<file path="src/rtl/simsamp_pkg.sv">
package simsamp_pkg;

  typedef enum logic [1:0] {
    SEQ_IDLE = 2'd0,
    SEQ_ACQ  = 2'd1,
    SEQ_CONV = 2'd2
  } seqState_e;

  // Strobes from the sequencing control to the hold bank.
  typedef struct packed {
    logic capture;  // hold edge: freeze samples and enable mask
    logic advance;  // result slot: release the next pending channel
  } seqStrobe_t;

endpackage

</file>
<file path="src/rtl/simsamp_ctrl.sv">
module simsamp_ctrl
  import simsamp_pkg::*;
#(
  parameter int FIRST_LAT = 16,
  parameter int NEXT_LAT  = 3
) (
  input  logic       clk,
  input  logic       rstN,
  input  logic       convStartN,
  input  logic       pendAny,
  input  logic       pendLast,
  output seqStrobe_t strobe,
  output logic       eocN,
  output logic       eolcN
);

  localparam int MAX_LAT = (FIRST_LAT > NEXT_LAT) ? FIRST_LAT : NEXT_LAT;
  localparam int CNT_W   = $clog2(MAX_LAT + 1);

  seqState_e        state;
  logic             convPrev;
  logic             firstSlot;
  logic [CNT_W-1:0] cnt;
  logic [CNT_W-1:0] limit;
  logic             fallSeen;
  logic             slotHit;

  always_comb begin
    fallSeen       = convPrev & ~convStartN;
    limit          = firstSlot ? CNT_W'(FIRST_LAT) : CNT_W'(NEXT_LAT);
    slotHit        = (state == SEQ_CONV) && (cnt == limit);
    strobe.capture = (state == SEQ_ACQ) && convStartN;
    strobe.advance = slotHit;
  end

  always_ff @(posedge clk or negedge rstN) begin
    if (!rstN) begin
      state     <= SEQ_IDLE;
      convPrev  <= 1'b1;
      firstSlot <= 1'b0;
      cnt       <= '0;
      eocN      <= 1'b1;
      eolcN     <= 1'b1;
    end else begin
      convPrev <= convStartN;
      eocN     <= 1'b1;
      unique case (state)
        SEQ_IDLE: begin
          if (fallSeen) begin
            state <= SEQ_ACQ;
            eolcN <= 1'b1;
          end
        end
        SEQ_ACQ: begin
          if (convStartN) begin
            state     <= SEQ_CONV;
            cnt       <= CNT_W'(1);
            firstSlot <= 1'b1;
          end
        end
        SEQ_CONV: begin
          if (slotHit) begin
            cnt       <= CNT_W'(1);
            firstSlot <= 1'b0;
            if (pendAny) eocN <= 1'b0;
            if (!pendAny || pendLast) begin
              eolcN <= 1'b0;
              state <= SEQ_IDLE;
            end
          end else begin
            cnt <= cnt + CNT_W'(1);
          end
        end
        default: state <= SEQ_IDLE;
      endcase
    end
  end

endmodule

</file>
<file path="src/rtl/simsamp_hold_bank.sv">
module simsamp_hold_bank
  import simsamp_pkg::*;
#(
  parameter int NUM_CH = 8,
  parameter int RES_W  = 14,
  localparam int CH_W  = (NUM_CH > 1) ? $clog2(NUM_CH) : 1
) (
  input  logic                    clk,
  input  logic                    rstN,
  input  seqStrobe_t              strobe,
  input  logic [NUM_CH-1:0]       chanEnable,
  input  logic [NUM_CH*RES_W-1:0] chanData,
  output logic [RES_W-1:0]        resultData,
  output logic [CH_W-1:0]         resultChan,
  output logic                    pendAny,
  output logic                    pendLast
);

  logic [RES_W-1:0]  sampleIn [NUM_CH];
  logic [RES_W-1:0]  held     [NUM_CH];
  logic [NUM_CH-1:0] pending;
  logic [CH_W-1:0]   pick;

  for (genvar g = 0; g < NUM_CH; g++) begin : g_unpack
    assign sampleIn[g] = chanData[g*RES_W +: RES_W];
  end

  // Lowest pending channel wins.
  always_comb begin
    pick = '0;
    for (int i = NUM_CH - 1; i >= 0; i--) begin
      if (pending[i]) pick = CH_W'(i);
    end
    pendAny  = |pending;
    pendLast = pendAny && ((pending & (pending - NUM_CH'(1))) == '0);
  end

  always_ff @(posedge clk or negedge rstN) begin
    if (!rstN) begin
      for (int i = 0; i < NUM_CH; i++) held[i] <= '0;
      pending    <= '0;
      resultData <= '0;
      resultChan <= '0;
    end else if (strobe.capture) begin
      for (int i = 0; i < NUM_CH; i++) held[i] <= sampleIn[i];
      pending <= chanEnable;
    end else if (strobe.advance && pendAny) begin
      resultData    <= held[pick];
      resultChan    <= pick;
      pending[pick] <= 1'b0;
    end
  end

endmodule

</file>
<file path="src/rtl/simsamp_sequencer.sv">
module simsamp_sequencer
  import simsamp_pkg::*;
#(
  parameter int NUM_CH    = 8,
  parameter int RES_W     = 14,
  parameter int FIRST_LAT = 16,
  parameter int NEXT_LAT  = 3,
  localparam int CH_W     = (NUM_CH > 1) ? $clog2(NUM_CH) : 1
) (
  input  logic                    clk,
  input  logic                    rstN,
  input  logic                    convStartN,
  input  logic [NUM_CH-1:0]       chanEnable,
  input  logic [NUM_CH*RES_W-1:0] chanData,
  output logic [RES_W-1:0]        resultData,
  output logic [CH_W-1:0]         resultChan,
  output logic                    eocN,
  output logic                    eolcN
);

  seqStrobe_t strobe;
  logic       pendAny;
  logic       pendLast;

  simsamp_ctrl #(
    .FIRST_LAT(FIRST_LAT),
    .NEXT_LAT (NEXT_LAT)
  ) u_ctrl (
    .clk       (clk),
    .rstN      (rstN),
    .convStartN(convStartN),
    .pendAny   (pendAny),
    .pendLast  (pendLast),
    .strobe    (strobe),
    .eocN      (eocN),
    .eolcN     (eolcN)
  );

  simsamp_hold_bank #(
    .NUM_CH(NUM_CH),
    .RES_W (RES_W)
  ) u_bank (
    .clk       (clk),
    .rstN      (rstN),
    .strobe    (strobe),
    .chanEnable(chanEnable),
    .chanData  (chanData),
    .resultData(resultData),
    .resultChan(resultChan),
    .pendAny   (pendAny),
    .pendLast  (pendLast)
  );

endmodule

</file>
<file path="config.mk">
export PLATFORM = sky130hd
export DESIGN_NAME = simsamp_sequencer
export DESIGN_NICKNAME = d
export VERILOG_FILES = /design/src/rtl/simsamp_pkg.sv /design/src/rtl/simsamp_ctrl.sv /design/src/rtl/simsamp_hold_bank.sv /design/src/rtl/simsamp_sequencer.sv
export SDC_FILE = /design/constraint.sdc
export NUM_CORES = 1
export LEC_CHECK = 0
export BUFFER_PORTS_ARGS = -buffer_cell sky130_fd_sc_hd__buf_2
export CELL_PAD_IN_SITES_DETAIL_PLACEMENT = 1
export CELL_PAD_IN_SITES_GLOBAL_PLACEMENT = 2
export CORE_ASPECT_RATIO = 0.5
export CORE_MARGIN = 1
export CORE_UTILIZATION = 35
export DETAILED_ROUTE_END_ITERATION = 10
export PLACE_DENSITY_LB_ADDON = 0.1
export SLEW_MARGIN = 20
export SYNTH_ARGS = -nofsm -noshare
export SYNTH_HDL_FRONTEND = slang
export SYNTH_SLANG_ARGS = --single-unit
</file>
<file path="constraint.sdc">
create_clock -name clk -period 5.8 [get_ports clk]
set_input_delay 0.58 -clock clk [delete_from_list [all_inputs] [get_ports clk]]
set_output_delay 0.58 -clock clk [all_outputs]
set_load 0.02 [all_outputs]
</file>
==> results by group, run 1 <==
Status
  – Status: completed

Cells and area
  – Layout area overhead: 22.58%
  – Ant diodes: 0
  – Share of layout cells above drive strength 1: 0.2633
  – Final nets: between 900 and 1000

Clocking
  – Cts repair resizes: 0
  – Clock transition at path regs: about 0.060 ns
  – H-tree Lvls: 4
  – Hold_buf cts: 0
  – Root Driver: clkbuf_16
  – Worst-Skew Late Latency: around 0.42 ns
  – CTS Buf Count: 17
  – Postcts setup bufs: 0
  – CTS max path bufs: 2
  – CTS tree: built
  – CTS sink cnt: 148

Setup path
  – RR Startpoint: u_bank.pending[5]$_DFFE_PN0P_
  – Reg2reg path depth: 5
  – Worst Path Required: just over 6 ns
  – Endpoint type of the worst setup path: flip-flop
  – FF-to-FF setup slack: 2.75 ns
  – CP Cell Sequence: o31a_1, nor3_4, a21oi_2, a222oi_1, o211ai_1
  – Crit path buf inv count: 0
  – Slowest stage delay, CP: between 0.7 and 0.8 ns
  – Cell family with most CP delay: compound AO/OA/AOI/OAI gates
  – FF-to-FF End: u_bank.resultData[8]$_DFFE_PN0P_
  – Crit path max-delay cell type: a222oi_1
  – WS Path Type: reg2reg
  – CP max FO: 16
  – Data arrival time of the critical path: about 3.3 ns
  – Critical Path Source Type: flip-flop

Drt
  – Routed via count: 5547
  – Post-Route WL: around 20000 µm
  – Drt wl/cell: ~18 µm
  – Drt initial violations: roughly 330
  – DRT antenna net count: 0
  – Vias per inst: slightly below 5
  – DRT Pass-1 Iters: 5
  – Post-route DRC: 0

Placed design
  – Final RePlAce weighted congestion: slightly below 0.8
  – Placement Setup Slack: 2.784 ns
  – # port buffers: approximately 140
  – Hpwl dp: approximately 14000 µm

Synth
  – Leading area contributor after synthesis: dfrtp_1
  – Top cell type's share of synthesized area: 0.5462
  – Ys Warns: 0
  – Xor and xnor area share after synthesis: 0.001319
  – Main combinational cell family by area after synthesis: simple AND/OR/NAND/NOR gates
  – Avg Inst Size Synth: slightly above 9 µm²
  – Most frequent cells after synthesis: 368 x nand2_1, 145 x dfrtp_1, 35 x mux2_2
  – Post-synth EDFFs: 0
  – Synth Instances: just over 700
  – Mapped cell area: 6643 µm²
  – Top FF cell, synth: dfrtp_1
  – Syn nets: 850
  – Adder-Cell Fraction of Synth Area: 0.001884
  – Cell variety after synth: 51
  – Top cells by area, synth: dfrtp_1 55%, nand2_1 21%, mux2_2 5.9%, a222oi_1 2.6%, clkbuf_1 1.8%
  – Seq/Total Area, Yosys: 0.5581
  – Synth Area in Compound Gates: 0.08759
  – Top-count cell post-synth: nand2_1
  – Yosys reg bits: ~150
  – Mux share of post-synthesis cell area: 0.07063
  – Simple-Gate Fraction of Synth Area: 0.2500
  – Ys async rst share: 1.000

Floorplan
  – Initial Util: 0.3594
  – Core region area: approximately 18000 µm²
  – Die Area: ~20000 µm²
  – Io pins: 142
  – Die width: between 150 and 200 µm
  – Rows: 35
  – Chip Height: just under 100 µm

Timing
  – Final WS setup: roughly 2.7 ns
  – Worst-Margin Slew: 1.051 ns
  – Skew final: 0.007263 ns
  – Unrepaired setup endpoints after global routing: no
  – Final hold viol count: 0
  – Pins over their slew limit: 0
  – Slew Limit Headroom: 0.2970
  – Fin crit share: 0.5267
  – Achievable Freq: about 330 MHz
  – Post-layout min period: around 3 ns
  – Hold slack: 0.2359 ns
  – Setup_tns: 0 ns
  – Final setup vio count: 0

Power and ir drop
  – VDD IR max: between 0.2 and 0.25 mV
  – Power Dens Cells: 573.5 nW/µm²
  – Leakage: about 0.0042 µW

GRT
  – First-pass GRT wire length: around 33000 µm
  – GR Overflow Total: 0
  – GRT Util Overall: 0.2208
  – Vias in the first global route: approximately 5700
  – Initial antenna violation count: 1
  – Largest net degree at the start of global routing: 90

Job
  – Max Cap Viol: 0

Worst hold path
  – Worst Hold Class: in2async
## state kept, by name (all words and copies together), names as in the netlist
| name | flops |
|---|---|
| u_bank.held | 112 |
| u_bank.resultData | 14 |
| u_bank.pending | 8 |
| u_ctrl.cnt | 5 |
| u_bank.resultChan | 3 |
| u_ctrl.state | 2 |
| u_ctrl.convPrev | 1 |
| u_ctrl.eocN | 1 |
| u_ctrl.eolcN | 1 |
| u_ctrl.firstSlot | 1 |
## how the worst max path moves through the flow
| stage | start | to | slack (ns) | cells past startpoint |
|---|---|---|---|---|
| 6_report | u_bank.pending[5]$_DFFE_PN0P_ | u_bank.resultData[8]$_DFFE_PN0P_ | 2.75 | 5 |
| 5_1_grt | u_bank.pending[0]$_DFFE_PN0P_ | u_bank.resultData[7]$_DFFE_PN0P_ | 2.49 | 6 |
| 4_1_cts | u_bank.pending[5]$_DFFE_PN0P_ | u_bank.resultData[7]$_DFFE_PN0P_ | 2.76 | 5 |
| 3_5_place_dp | u_bank.pending[5]$_DFFE_PN0P_ | u_bank.resultData[7]$_DFFE_PN0P_ | 2.78 | 5 |
| 3_3_place_gp | u_bank.pending[5]$_DFFE_PN0P_ | u_bank.resultData[7]$_DFFE_PN0P_ | 2.90 | 5 |
| 2_1_floorplan | u_bank.pending[2]$_DFFE_PN0P_ | u_bank.resultData[0]$_DFFE_PN0P_ | 3.87 | 8 |
## metal layers
| metal | share of wire | up-vias | global-route usage | wire length [µm] |
|---|---|---|---|---|
| met1 | 0.53 | 2753 | 0.3424 | 10840 |
| met2 | 0.42 | 116 | 0.3066 | 8590 |
| li1 | - | 2656 | - | - |
| met5 | 0 | - | 0 | 0 |
| met3 | 0.040 | 22 | 0.04883 | 814 |
| met4 | 0.012 | 0 | 0.05665 | 238 |
## power by group
part           leakage (µW)  switching, µW  internal (µW)
clock network      0.000292            445            700
logic               0.00203            966            671
registers           0.00185            368           1520
## logic make-up (layout without fill, tap and decap cells)
| logic type | after synthesis | after routing |
|---|---|---|
| muxes | 41 | 41 |
| buffers and inverters | 46 | 182 |
| adders and majority gates | 1 | 1 |
| xor gates and xnor gates | 1 | 1 |
| and+or+nand+nor | 413 | 413 |
| AOI/OAI and AO/OA | 76 | 76 |
| DFF | 148 | 148 |
## layout by cell type, fill, tap and decap left out, types with 3 or more instances in the layout
cell        count
a21oi_1        11
a222oi_1       17
a22oi_1         9
buf_2         140
buf_4           5
bufinv_16       3
clkbuf_16      17
clkinv_2        3
clkinvlp_4      3
dfrtp_1       145
dfstp_2         3
inv_1           4
mux2_2         35
mux2i_1         3
nand2_1       368
nand3_1         8
nor2_1         13
nor2b_1         3
nor3_1          4
o211ai_1       14
o21ai_0         9
## per-stage QoR
step / std cells / total power, µW / cell area [µm²] / util
floorplan: 726 / 2961 / 6643 / -
global placement: 1089 / 3477 / 7532 / 0.4076
detailed placement: 1089 / 3536 / 7532 / 0.4076
CTS: 1121 / 4722 / 8143 / 0.4406
global route: 1121 / 4982 / 8143 / 0.4406
finish: 1121 / 4670 / 8143 / 0.4406
## worst reg2reg max path: stages (launching register included)
cell,delay (ns)
dfrtp_1,0.48
o31a_1,0.40
nor3_4,0.73
a21oi_2,0.36
a222oi_1,0.78
o211ai_1,0.15
## final cells by class
class / instances / area [µm²]
clock buffer: 20 / 456.7
fill: 2181 / 10340
inverter: 4 / 15.01
timing repair buffer: 146 / 749.5
sequential: 148 / 3707
multi-input combinational: 532 / 2736
tap: 259 / 324.1
clock inverter: 12 / 153.9
(Power assumes the default switching activity.)
==> inputs of run 2 (changes only) <==
Settings changed: ABC_AREA set to 1, CORE_UTILIZATION 35 to 31.
Clock period 5.8 ns to 3 ns, I/O delays scaled along.
==> run 2 against run 1 <==
  * Final cell count rose by 19%
  * Register-to-register slack got worse by 1.9 ns
  * Largest power group is now combinational logic
  * Total power up 69%
  * Sequential share of layout area decreased by 2.7 points
  * Sequential power up 32%
  * Global-route usage shrank 1.3 points
  * Final area grew 6.4%
  * Clock-buffer cell count up 3
  * First-iteration DRC count up 7.8%
  * Maximum frequency is 43% higher
==> results by group, run 2 <==
Timing
  – Post-layout min period: 2.138 ns
  – Final hold viol count: 0
  – Skew final: ~0.0086 ns
  – Achievable Freq: around 470 MHz
  – Final WS setup: between 0.8 and 0.9 ns
  – Pins over their slew limit: 0
  – Worst-Margin Slew: around 0.65 ns
  – Unrepaired setup endpoints after global routing: no
  – Setup_tns: 0 ns
  – Fin crit share: 0.7128
  – Final setup vio count: 0
  – Slew Limit Headroom: 0.5658

Drt
  – Post-Route WL: ~23000 µm
  – Routed via count: around 6300
  – DRT antenna net count: 0
  – M1 wire length: between 10000 and 15000 µm
  – Met3 wire length: around 840 µm
  – DRT Pass-1 Iters: 5
  – Top layer in use: met4
  – Vias per inst: 4.769
  – Post-route DRC: 0
  – Drt initial violations: 358
  – Drt wl/cell: between 15 and 20 µm
  – Met2 wire len: 9695 µm

Synth
  – Most frequent cells after synthesis: 346 x nand2_1, 145 x dfrtp_1, 98 x nand3_1
  – Top cells by area, synth: dfrtp_1 52%, nand2_1 19%, nand3_1 7.0%, o21ai_0 4.9%, inv_1 3.5%
  – Leading area contributor after synthesis: dfrtp_1
  – Top-count cell post-synth: nand2_1
  – Yosys reg bits: approximately 150
  – Mux share of post-synthesis cell area: 0
  – Top cell type's share of synthesized area: 0.5182
  – Ys async rst share: 1.000
  – Synth Area in Compound Gates: 0.07452
  – Simple-Gate Fraction of Synth Area: 0.3152
  – Mapped cell area: about 7000 µm²
  – Avg Inst Size Synth: roughly 7.8 µm²
  – Top FF cell, synth: dfrtp_1
  – Main combinational cell family by area after synthesis: simple AND/OR/NAND/NOR gates
  – Xor and xnor area share after synthesis: 0.001251
  – Ys Warns: 0
  – Adder-Cell Fraction of Synth Area: 0.001787
  – Syn nets: between 1000 and 1500
  – Synth Instances: 898
  – Seq/Total Area, Yosys: 0.5295
  – Post-synth EDFFs: 0
  – Cell variety after synth: 32

Status
  – Status: completed

Floorplan
  – Core region area: about 22000 µm²
  – Chip Height: between 100 and 150 µm
  – Die width: between 200 and 250 µm
  – Rows: 38
  – Io pins: 142
  – Die Area: approximately 23000 µm²
  – Initial Util: 0.3194

Power and ir drop
  – Power Dens Cells: 908.5 nW/µm²
  – Leakage: 0.004435 µW
  – Final Total Pwr: ~8000 µW
  – VDD IR max: approximately 0.54 mV

GRT
  – GRT Util Overall: 0.2080
  – Largest net degree at the start of global routing: between 150 and 200
  – First-pass GRT wire length: 36890 µm
  – GR Overflow Total: 0
  – Vias in the first global route: between 6000 and 7000
  – Initial antenna violation count: 0

Clocking
  – Worst-Skew Late Latency: approximately 0.42 ns
  – Clock transition at path regs: around 0.060 ns
  – CTS max path bufs: 2
  – CTS sink cnt: between 100 and 150
  – Root Driver: clkbuf_16
  – CTS Buf Count: 17
  – H-tree Lvls: 4
  – CTS tree: built
  – Postcts setup bufs: 0

Placed design
  – Hpwl dp: ~16000 µm
  – Placement Setup Slack: 0.8680 ns
  – Final RePlAce weighted congestion: around 0.80
  – Post-DP Area: 7950 µm²
  – # port buffers: 141

Setup path
  – Worst Path Required: 3.31 ns
  – Data arrival time of the critical path: 2.45 ns
  – Crit path max-delay cell type: dfrtp_1
  – CP Cell Sequence: inv_1, o22ai_1, nand3_1, nor2_2, inv_2, nor2_4, buf_4, nand2_1, nor2_1, a21oi_1
  – Slowest stage delay, CP: a little under 0.4 ns
  – Critical Path Source Type: flip-flop
  – RR Startpoint: u_ctrl.cnt[0]$_DFFE_PN0P_
  – CP max FO: 20
  – FF-to-FF setup slack: roughly 0.86 ns
  – CP startpoint: u_ctrl.cnt[0]$_DFFE_PN0P_
  – Endpoint type of the worst setup path: flip-flop
  – WS Path Type: reg2reg

Cells and area
  – Ant diodes: 0
  – Fillcell total: approximately 2700
  – Largest reg by FF count: u_bank.held
  – Max reg flops: 112
  – Area of the multi-input gates: roughly 2800 µm²
  – Largest regs: u_bank.held: 112 flops, u_bank.resultData: 14 flops, u_bank.pending: 8 flops
  – Share of layout cells above drive strength 1: 0.1979
  – Most common cell after layout, fill and taps aside: nand2_1
  – Final instance area: between 8000 and 9000 µm²
  – Most frequent cells in the layout: 346 x nand2_1, 145 x dfrtp_1, 140 x buf_2
  – Layout Utilization: 0.3952
  – Area occupied by registers: approximately 3700 µm²
  – Layout area overhead: 23.71%
  – Final nets: roughly 1100

Job
  – Max Cap Viol: 0

Worst hold path
  – Worst Hold Class: in2reg
  – Min-delay src: chanData[78]
[run 2: cell count changes in the layout (fill, tap and decap cells not counted), moves of 22 or more]
cell / delta
nand3_1: +90
o21ai_0: +59
nor2_1: +23
mux2_2: -35
inv_1: +62
nand2_1: -22
[run 2: layout make-up]
class | count | area share
inverters | 74 | 0.03207
flip-flops and latches | 148 | 0.4280
well taps | 300 | 0.04333
clock buffers | 23 | 0.05402
multi-input cells | 623 | 0.3184
clock inverters | 9 | 0.02586
repair buffers | 154 | 0.09837
[run 2: timing repair]
item                                    in CTS  in global routing
gates resized for setup                      0                  0
hold buffers                                 2                  0
endpoints found under the setup margin       0                  0
hold endpoints to repair                    57                  0
[run 2: metrics by stage]
stage          cells  hold WS [ns]
6_report        1331       0.07228
4_1_cts         1331       0.05415
5_1_grt         1331       0.06579
3_3_place_gp    1297        0.3261
3_5_place_dp    1297        0.3246
2_1_floorplan    898      0.004409
[run 2: worst paths after layout]
check,depth (start not counted),endpoint
max in group asynchronous,3,u_ctrl.eolcN$_DFFE_PN1P_
min in group asynchronous,2,u_bank.held[77]$_DFFE_PN0P_
worst max-delay path,10,u_bank.resultData[7]$_DFFE_PN0P_
worst min register to register,2,u_bank.held[93]$_DFFE_PN0P_
worst max register to register,10,u_bank.resultData[7]$_DFFE_PN0P_
worst min-delay path,3,u_bank.held[36]$_DFFE_PN0P_
[run 2: layer usage]
layer	global-route usage	up-vias
li1	-	3104
met1	0.3187	3123
met2	0.2992	107
met3	0.04079	13
met4	0.04388	0
met5	0	-
[run 2: worst max-delay path, delay by kind of cell (launching register included)]
kind,cells,cell delay [ns]
AND/OR/NAND/NOR,5,0.87
buffers and inverters,3,0.45
flip-flops,1,0.39
AO/OA/AOI/OAI,2,0.30
[run 2: where the power goes]
group	leakage (µW)	internal (µW)	switching (µW)	total (µW)
clock	0.000336	1690	876	2570
sequential	0.00176	2290	217	2500
combinational	0.00234	808	1990	2800
[run 2: cells by family after synthesis]
family / count (synthesis)
adders and majority gates: 1
AOI/OAI and AO/OA: 99
DFF: 148
and+or+nand+nor: 522
xor gates and xnor gates: 1
buffers and inverters: 127
==> inputs of run 3 (changes only) <==
Settings changed: CORE_UTILIZATION 31 to 28.
Clock period 3 ns to 1.72 ns, I/O delays scaled along.
==> run 3 against run 2 <==
  * The flow now finishes with violations (setup timing)
  * Maximum frequency increased by 20%
  * Combinational power increased to 3.1 times the previous value
  * Global-route usage is 0.99 points higher
  * Routed wire length rose by 17%
  * Final cell count rose by 17%
  * Critical endpoint is now u_bank.resultData[9]$_DFFE_PN0P_
==> results by group, run 3 (synthesis results as in run 2) <==
Floorplan
  – Core region area: around 24000 µm²
  – Rows: 40
  – Initial Util: 0.2885
  – Io pins: 142
  – Die Area: 25680 µm²
  – Die width: ~230 µm
  – Chip Height: roughly 110 µm

Timing
  – Achievable Freq: between 500 and 600 MHz
  – Slew Limit Headroom: 0.7293
  – Worst-Margin Slew: 0.4060 ns
  – Final WS setup: -0.06805 ns
  – Post-layout min period: 1.788 ns
  – Final hold viol count: 0
  – Fin crit share: 1.040
  – Unrepaired setup endpoints after global routing: yes
  – Skew final: between 0.007 and 0.008 ns
  – Pins over their slew limit: 0
  – Hold slack: 0.007325 ns
  – Final setup vio count: 14

Setup path
  – CP max FO: 7
  – Crit path top cell by count: nand2_1
  – Data arrival time of the critical path: between 2 and 2.5 ns
  – WS Path Type: reg2reg
  – CP startpoint: u_bank.pending[6]$_DFFE_PN0P_
  – Crit path max-delay cell type: dfrtp_1
  – Critical Path Source Type: flip-flop
  – Endpoint type of the worst setup path: flip-flop
  – RR Startpoint: u_bank.pending[6]$_DFFE_PN0P_
  – Slowest stage delay, CP: between 0.4 and 0.5 ns
  – CP Cell Sequence: inv_2, nand2_2, nand2_1, nand2_1, nand2_1, nand2_1, nand2_2, nand2_4, buf_12, buf_12, nand3_1, nand3_1, nor2_2, a21oi_1
  – Worst Path Required: between 2 and 2.5 ns

GRT
  – Vias in the first global route: roughly 7600
  – Largest net degree at the start of global routing: a little over 40
  – GR Overflow Total: 0
  – GRT Util Overall: 0.2179
  – Initial antenna violation count: 0
  – First-pass GRT wire length: between 40000 and 50000 µm

Clocking
  – Root Driver: clkbuf_16
  – Worst-Skew Late Latency: between 0.4 and 0.5 ns
  – Clock transition at path regs: 0.06 ns
  – H-tree Lvls: 4
  – CTS Buf Count: 17
  – CTS sink cnt: 148
  – CTS max path bufs: 2
  – CTS tree: built

Cells and area
  – Largest regs: u_bank.held: 112 flops, u_bank.resultData: 14 flops, u_bank.pending: 8 flops
  – Most common cell after layout, fill and taps aside: nand2_1
  – Final nets: roughly 1300
  – Most frequent cells in the layout: 314 x nand2_1, 143 x dfrtp_1, 140 x buf_2
  – Area of the multi-input gates: 3136 µm²
  – Largest reg by FF count: u_bank.held
  – Layout area overhead: 58.67%
  – Share of layout cells above drive strength 1: 0.2969
  – Final instance area: 11110 µm²
  – Area occupied by registers: 3710 µm²
  – Ant diodes: 0
  – Fin cells: 1552
  – Fillcell total: ~2900
  – Max reg flops: ~110

Job
  – Max Cap Viol: 0

Drt
  – Vias per inst: approximately 4.6
  – DRT antenna net count: 0
  – Post-route DRC: 0
  – Routed via count: 7071
  – Drt wl/cell: 17.28 µm
  – Drt initial violations: about 350
  – Post-Route WL: 26820 µm
  – DRT Pass-1 Iters: 4

Power and ir drop
  – Switching share of total power: 0.3875
  – Gate power share: 0.496
  – Power Dens Cells: roughly 1600 nW/µm²
  – Int Power: about 11000 µW
  – Leakage: approximately 0.0055 µW
  – VDD IR max: about 0.8 mV
  – Switching power: ~6700 µW
  – Sequential share of power: 0.253
  – Clock share of power: 0.251
  – Final Total Pwr: between 15000 and 20000 µW

Status
  – Failing checks: setup timing
  – Status: finished, violations left

Placed design
  – Post-DP Area: approximately 8600 µm²
  – Hpwl dp: between 15000 and 20000 µm
  – # port buffers: approximately 140
  – Dpl cells: between 1000 and 1500
  – Final RePlAce weighted congestion: just under 0.8

Worst hold path
  – Worst Hold Class: in2reg
  – Min-delay src: chanData[92]
==> run 3: cell count changes in the layout (fill, tap and decap cells not counted), sizes merged <==
cell         before  now
dlygate4sd3       2  115
clkbuf           23   27
clkinv            2    4
bufinv            7    6
buf             152  219
==> run 3: final timing paths <==
kind                                                     to  slack (ns)  depth (start not counted)
min in group asynchronous       u_bank.held[78]$_DFFE_PN0P_        0.20                          2
setup reg to reg           u_bank.resultData[9]$_DFFE_PN0P_       -0.07                         14
hold / removal                  u_bank.held[22]$_DFFE_PN0P_       0.007                          3
hold reg to reg                 u_bank.held[89]$_DFFE_PN0P_        0.47                          2
setup / recovery           u_bank.resultData[9]$_DFFE_PN0P_       -0.07                         14
max in group asynchronous             u_ctrl.eocN$_DFF_PN1_        0.88                          3
==> run 3: timing repair <==
item,4_1_cts,5_1_grt
setup buffers,4,9
setup endpoints to repair,14,25
gates cloned,2,5
hold buffers,115,0
endpoints found under the hold margin,175,0
resized for setup,51,76
pin swaps,18,31
==> run 3: power groups by stage <==
stage	sequential, µW	clock, µW	combinational [µW]
after floorplan	4560	0	3040
after global placement	4420	0	5800
after detailed placement	4440	0	5860
after CTS	4390	4410	7160
after global routing	4440	4540	9270
final	4380	4340	8580
==> run 3: per-layer routing <==
| metal | track usage | routed length (µm) | part of all wire |
|---|---|---|---|
| met3 | 0.03761 | 944 | 0.035 |
| met5 | 0 | 0 | 0 |
| met2 | 0.3381 | 12120 | 0.45 |
| met1 | 0.3120 | 13460 | 0.50 |
| met4 | 0.06122 | 297 | 0.011 |
==> run 3: critical path, delay by kind of cell (launching register included) <==
kind                   cells  cell delay [ns]
AO/OA/AOI/OAI              1             0.07
AND/OR/NAND/NOR           10             0.80
flip-flops                 1             0.41
buffers and inverters      3             0.37
==> run 3: through the flow <==
stage	util	setup slack, ns	TNS (ns)
2_1_floorplan	-	0.2440	0
3_3_place_gp	0.3528	-0.1358	-1.240
3_5_place_dp	0.3528	-0.1563	-1.542
4_1_cts	0.4393	-0.06781	-0.6604
5_1_grt	0.4577	-0.1733	-2.318
6_report	0.4577	-0.06805	-0.4755
==> run 3: final cells by class <==
class,instances,area share
multi-input cells,623,0.2822
flip-flops and latches,148,0.3339
clock buffers,22,0.04269
well taps,336,0.03784
repair buffers,339,0.2596
inverters,74,0.02568
clock inverters,10,0.01802
